===== src/rtl/parcel_issue_pkg.sv =====
package parcel_issue_pkg;
  localparam int PARCEL_W_DEF = 16;

  // Why the pipeline does or does not move on a given clock
  typedef enum logic [1:0] {
    STEP_GO       = 2'd0,
    STEP_STALL    = 2'd1,
    STEP_SWITCH   = 2'd2,
    STEP_WAIT_LOW = 2'd3
  } step_e;
endpackage


===== src/rtl/parcel_len_rule.sv =====
module parcel_len_rule #(
  parameter int          W       = 16,
  parameter logic [W-1:0] MASK    = W'(1) << (W - 1),
  parameter logic [W-1:0] PATTERN = W'(1) << (W - 1)
) (
  input  logic [W-1:0] parcel,
  output logic         two_parcel
);
  generate
    if (MASK == '0) begin : g_never_long
      logic unused_parcel;
      assign unused_parcel = ^parcel;
      assign two_parcel    = 1'b0;
    end else begin : g_field_match
      assign two_parcel = ((parcel & MASK) == PATTERN);
    end
  endgenerate
endmodule


===== src/rtl/switch_delay.sv =====
module switch_delay #(
  parameter int DELAY = 2
) (
  input  logic clk,
  input  logic rst,
  input  logic sw,
  output logic frozen
);
  localparam int CW = (DELAY > 2) ? $clog2(DELAY) : 1;
  localparam logic [CW-1:0] LOAD = CW'(DELAY - 1);

  logic [CW-1:0] cnt;

  always_ff @(posedge clk) begin
    if (rst)            cnt <= '0;
    else if (sw)        cnt <= LOAD;
    else if (cnt != '0) cnt <= cnt - 1'b1;
  end

  assign frozen = sw || (cnt != '0);

  generate
    if (DELAY > 1) begin : g_chk
      // the clock after a switch pulse is still frozen
      a_r7_second_cycle: assert property (@(posedge clk) disable iff (rst)
        sw |=> frozen);
    end
  endgenerate
endmodule


===== src/rtl/parcel_slot.sv =====
module parcel_slot #(
  parameter int W = 16
) (
  input  logic         clk,
  input  logic         rst,
  input  logic         load,
  input  logic         in_v,
  input  logic [W-1:0] in_d,
  output logic         out_v,
  output logic [W-1:0] out_d
);
  always_ff @(posedge clk) begin
    if (rst) begin
      out_v <= 1'b0;
      out_d <= '0;
    end else if (load) begin
      out_v <= in_v;
      out_d <= in_v ? in_d : '0;
    end
  end

  // a blank slot always carries a zero parcel
  a_r5_blank_is_zero: assert property (@(posedge clk) disable iff (rst)
    !out_v |-> (out_d == '0));
endmodule


===== src/rtl/parcel_issue_pipe.sv =====
module parcel_issue_pipe
  import parcel_issue_pkg::*;
#(
  parameter int                 PARCEL_W     = PARCEL_W_DEF,
  parameter logic [PARCEL_W-1:0] LEN_MASK    = PARCEL_W'(1) << (PARCEL_W - 1),
  parameter logic [PARCEL_W-1:0] LEN_PATTERN = PARCEL_W'(1) << (PARCEL_W - 1),
  parameter int                 SWITCH_DELAY = 2
) (
  input  logic                clk,
  input  logic                rst,
  input  logic [PARCEL_W-1:0] par_data,
  input  logic                par_valid,
  input  logic                stall,
  input  logic                buf_switch,
  output logic [PARCEL_W-1:0] cip_parcel,
  output logic [PARCEL_W-1:0] lip_parcel,
  output logic                issue
);
  step_e               step;
  logic                sw_frozen, in_two, cip_two, advance, take;
  logic                pend_q;
  logic                nip_v, cip_v, lip_v;
  logic [PARCEL_W-1:0] nip_d;
  logic                nip_in_v;

  parcel_len_rule #(.W(PARCEL_W), .MASK(LEN_MASK), .PATTERN(LEN_PATTERN))
    u_len_in  (.parcel(par_data),   .two_parcel(in_two));
  parcel_len_rule #(.W(PARCEL_W), .MASK(LEN_MASK), .PATTERN(LEN_PATTERN))
    u_len_cip (.parcel(cip_parcel), .two_parcel(cip_two));

  switch_delay #(.DELAY(SWITCH_DELAY)) u_switch (
    .clk(clk), .rst(rst), .sw(buf_switch), .frozen(sw_frozen));

  always_comb begin
    if (stall)                    step = STEP_STALL;
    else if (sw_frozen)           step = STEP_SWITCH;
    else if (pend_q && !par_valid) step = STEP_WAIT_LOW;
    else                          step = STEP_GO;
  end

  assign advance  = (step == STEP_GO);
  assign take     = advance && par_valid;
  // a low half never enters the next stage: a blank goes in instead
  assign nip_in_v = take && !pend_q;

  parcel_slot #(.W(PARCEL_W)) u_nip (
    .clk(clk), .rst(rst), .load(advance), .in_v(nip_in_v), .in_d(par_data),
    .out_v(nip_v), .out_d(nip_d));

  parcel_slot #(.W(PARCEL_W)) u_cip (
    .clk(clk), .rst(rst), .load(advance), .in_v(nip_v), .in_d(nip_d),
    .out_v(cip_v), .out_d(cip_parcel));

  parcel_slot #(.W(PARCEL_W)) u_lip (
    .clk(clk), .rst(rst), .load(take && pend_q), .in_v(1'b1), .in_d(par_data),
    .out_v(lip_v), .out_d(lip_parcel));

  always_ff @(posedge clk) begin
    if (rst) begin
      pend_q <= 1'b0;
      issue  <= 1'b0;
    end else begin
      issue <= advance && nip_v;
      if (take) pend_q <= pend_q ? 1'b0 : in_two;
    end
  end

  // issue only with a real parcel in the current stage
  a_r2_issue_real: assert property (@(posedge clk) disable iff (rst)
    issue |-> cip_v);
  // the low half is present when its first half issues
  a_r4_lip_ready: assert property (@(posedge clk) disable iff (rst)
    (issue && cip_two) |-> lip_v);
  // taking a low half leaves a blank in the next stage
  a_r4_blank_after_low: assert property (@(posedge clk) disable iff (rst)
    (take && pend_q) |=> !nip_v);
  // blank in current stage never issues
  a_r5_blank_silent: assert property (@(posedge clk) disable iff (rst)
    !cip_v |-> !issue);
  // stall freezes the visible stages
  a_r6_stall_freezes: assert property (@(posedge clk) disable iff (rst)
    stall |=> (!issue && $stable(cip_parcel) && $stable(lip_parcel)));
  // no issue right after a buffer switch pulse
  a_r7_switch_blocks: assert property (@(posedge clk) disable iff (rst)
    buf_switch |=> !issue);
  // waiting for a low half holds everything
  a_r8_wait_freezes: assert property (@(posedge clk) disable iff (rst)
    (pend_q && !par_valid) |=> (!issue && $stable(cip_parcel)));
endmodule


===== config.mk =====
export PLATFORM = sky130hd
export DESIGN_NAME = parcel_issue_pipe
export DESIGN_NICKNAME = d
export VERILOG_FILES = /design/src/rtl/parcel_issue_pkg.sv /design/src/rtl/parcel_len_rule.sv /design/src/rtl/switch_delay.sv /design/src/rtl/parcel_slot.sv /design/src/rtl/parcel_issue_pipe.sv
export SDC_FILE = /design/constraint.sdc
export NUM_CORES = 1
export LEC_CHECK = 0
export BUFFER_PORTS_ARGS = -buffer_cell sky130_fd_sc_hd__buf_2
export CAP_MARGIN = 5
export CORE_ASPECT_RATIO = 1.5
export CORE_UTILIZATION = 47
export DETAILED_ROUTE_END_ITERATION = 12
export PLACE_DENSITY = 0.77
export SLEW_MARGIN = 25
export SYNTH_ARGS = -nofsm -noshare
export SYNTH_HDL_FRONTEND = slang
export SYNTH_SLANG_ARGS = --single-unit

===== constraint.sdc =====
create_clock -name clk -period 1.4 [get_ports clk]
set_input_delay 0.35 -clock clk [delete_from_list [all_inputs] [get_ports clk]]
set_output_delay 0.35 -clock clk [all_outputs]
set_load 0.02 [all_outputs]

==> impl_metrics.ini <==
[clock_network]
clkLatencyLatePin_ns = 0.30
cts-root-buf = clkbuf_8
cts.sinks = 52
cts_buffer_depth = 2
tritoncts = done
clk_pin_slew_ns = 0.08
numCtsBuffers = 5
cts_max_level = 2

[grt]
grt_pass1_vias = 1562
grt_pass1_wl_um = 7070
antenna_found_initial = 0
grt_start_max_net_pins = 52
overflow = 0
grt_usage = 0.183

[yosys]
ys_seq_area_frac = 0.478
synthArstFlopShare = 0
ys_warn_count = 0
syn_avg_cell_area_um2 = 10.1
syn_area_um2 = 2180
postSynthCellCount = 215
synth_edf_count = 0
synth_top_cell_by_area = dfxtp_1
yosysUniqueCellTypes = 24
yosysTopAreaCellShare = 0.478
synth_area_leaders = dfxtp_1 48%, nand2b_1 9.8%, mux2i_1 7.4%
synth_flop_cell = dfxtp_1
synthesis.nets = 236
synth_seq_cells = 52

[power_and_ir_drop]
vdd_ir_drop_max_mv = 0.557
p_per_area_nw_per_um2 = 959
leakagePower_nw = 1.16

[sta]
finalSetupViolCount = 0
timing.final.crit_share = 0.986
relSlewSlack = 0.648
maxSlewViolCount = 0
rsz0062_at_grt = yes
fmax_mhz = 725
finalHoldViolations = 0
period_needed_ns = 1.38
fin_ws_ns = 0.0201
finalClockSkew_ns = 0.00431
finalSetupTns_ns = 0
tightest_slew_ns = 0.528

[critical_path]
critPathMaxFanout = 10
critical_path_arrival_ns = 1.57
start_kind = flip-flop
crit-reg2reg-launch = u_switch.cnt
end_kind = flip-flop
critPathKind = flip-flop to flip-flop
crit_required_ns = 1.59
cp-startpoint = u_switch.cnt

[route]
maxUsedRoutingLayer = met4
wl_met3_um = 200
wl_met2_um = 2340
routedWlPerCell_um = 14.1
postRouteAntennaNets = 0
vias_per_cell = 5.35
wl_met1_um = 1860
route.detailed.drc = 1
detail_route.iter0.violations = 43
routed_wl_um = 4470
num_vias = 1696
drtPass1Iterations = 8

[hold_path]
hold_start = buf_switch
hp-class = input port to flip-flop

[cells_and_area]
areaGrowthSynthToFinish_pct = 24.6
instances_no_fill = 317
fin_area_um2 = 2720
antennaDiodeCount = 0
fill_cells = 385
multi_input_area_um2 = 1010
final_cell_mix = 53 x buf_2, 50 x dfxtp_1, 34 x nand2b_1, 18 x a21oi_1, 17 x o21ai_0
layout_commonest_cell = buf_2
nets = 289
drive_gt1_frac = 0.349
seqCellArea_um2 = 1040

[die]
ios = 54
fp.dieH_um = 85.4
rows = 30
start_util = 0.484
die_area_um2 = 4920
design.core.area_um2 = 4500
chipWidth_um = 57.6

[flow_run]
cap_violations = 0

[placement]
gp_congestion = 0.757
preCtsSetupSlack_ns = -0.217
port_buffers = 53
placed_cell_area_um2 = 2520
dp_cells = 306
dp_hpwl_um = 2980

[run_status]
violations = DRC
status = finished with violations
==> power breakdown <==
part / total (mW) / internal [mW] / switching [mW]
combinational: 0.243 / 0.117 / 0.126
clock: 0.847 / 0.403 / 0.444
sequential: 1.51 / 1.50 / 0.0161
==> cell usage after synthesis (2+ instances only) <==
master     n
o21ai_0   17
mux2i_1   16
clkbuf_1  13
inv_1     16
nor2b_1    2
o32ai_2    9
nand4_1   16
nand2b_1  34
a21oi_1   18
o32ai_1    5
buf_6      3
buf_2      3
dfxtp_1   52
==> area by class of cell <==
class,count,share of cell area
well taps,48,0.0221
flip-flops and latches,52,0.384
clock buffers,8,0.0332
inverters,16,0.0221
repair buffers,65,0.167
multi-input cells,128,0.371
==> per-layer routing <==
| metal | vias to the layer above | track usage |
|---|---|---|
| li1 | 861 | - |
| met1 | 787 | 0.236 |
| met3 | 5 | 0.0412 |
| met2 | 43 | 0.297 |
| met4 | 0 | 0.0665 |
| met5 | - | 0 |
==> cell families (layout without fill, tap and decap cells) <==
logic type,count (synthesis),count (layout),share of synthesized area
muxes,16,16,0.0735
and+or+nand+nor,59,60,0.182
buffers and inverters,36,89,0.0816
DFF,52,52,0.478
AOI/OAI and AO/OA,52,52,0.186
==> final timing paths <==
| kind | cells past startpoint | endpoint | slack [ns] |
|---|---|---|---|
| max reg2reg | 5 | u_nip.out_d[6] | 0.02 |
| min reg2reg | 2 | u_cip.out_d[4] | 0.47 |
| max | 5 | u_nip.out_d[6] | 0.02 |
| min | 2 | u_switch.cnt | 0.29 |
==> through the flow <==
stage | hold slack [ns] | util | power, mW
floorplan | 0.447 | - | 1.68
global placement | 0.461 | 0.560 | 1.75
detailed placement | 0.462 | 0.560 | 1.76
CTS | 0.290 | 0.579 | 2.60
global route | 0.310 | 0.603 | 2.71
finish | 0.294 | 0.603 | 2.60
==> worst max-delay path: stages (launching register included) <==
cell,delay (ns)
dfxtp_2,0.33
or3_4,0.37
buf_12,0.16
nor2_4,0.14
clkbuf_16,0.19
o32ai_4,0.07
==> registers in the layout, summed over array words and instances, names as in the netlist <==
name	count
issue	1
u_nip.out_d	16
pend_q	1
u_cip.out_d	16
u_nip.out_v	1
u_lip.out_d	16
u_switch.cnt	1
==> what timing repair did <==
| item | 4_1_cts | 5_1_grt |
|---|---|---|
| endpoints found under the setup margin | 16 | 33 |
| buffers inserted | 0 | 1 |
| cloned | 0 | 3 |
| endpoints found under the hold margin | 0 | 0 |
| pin swaps | 0 | 12 |
| gates resized for setup | 2 | 10 |
| hold buffers | 0 | 0 |
Note: power is estimated with default switching activity, not from simulation.
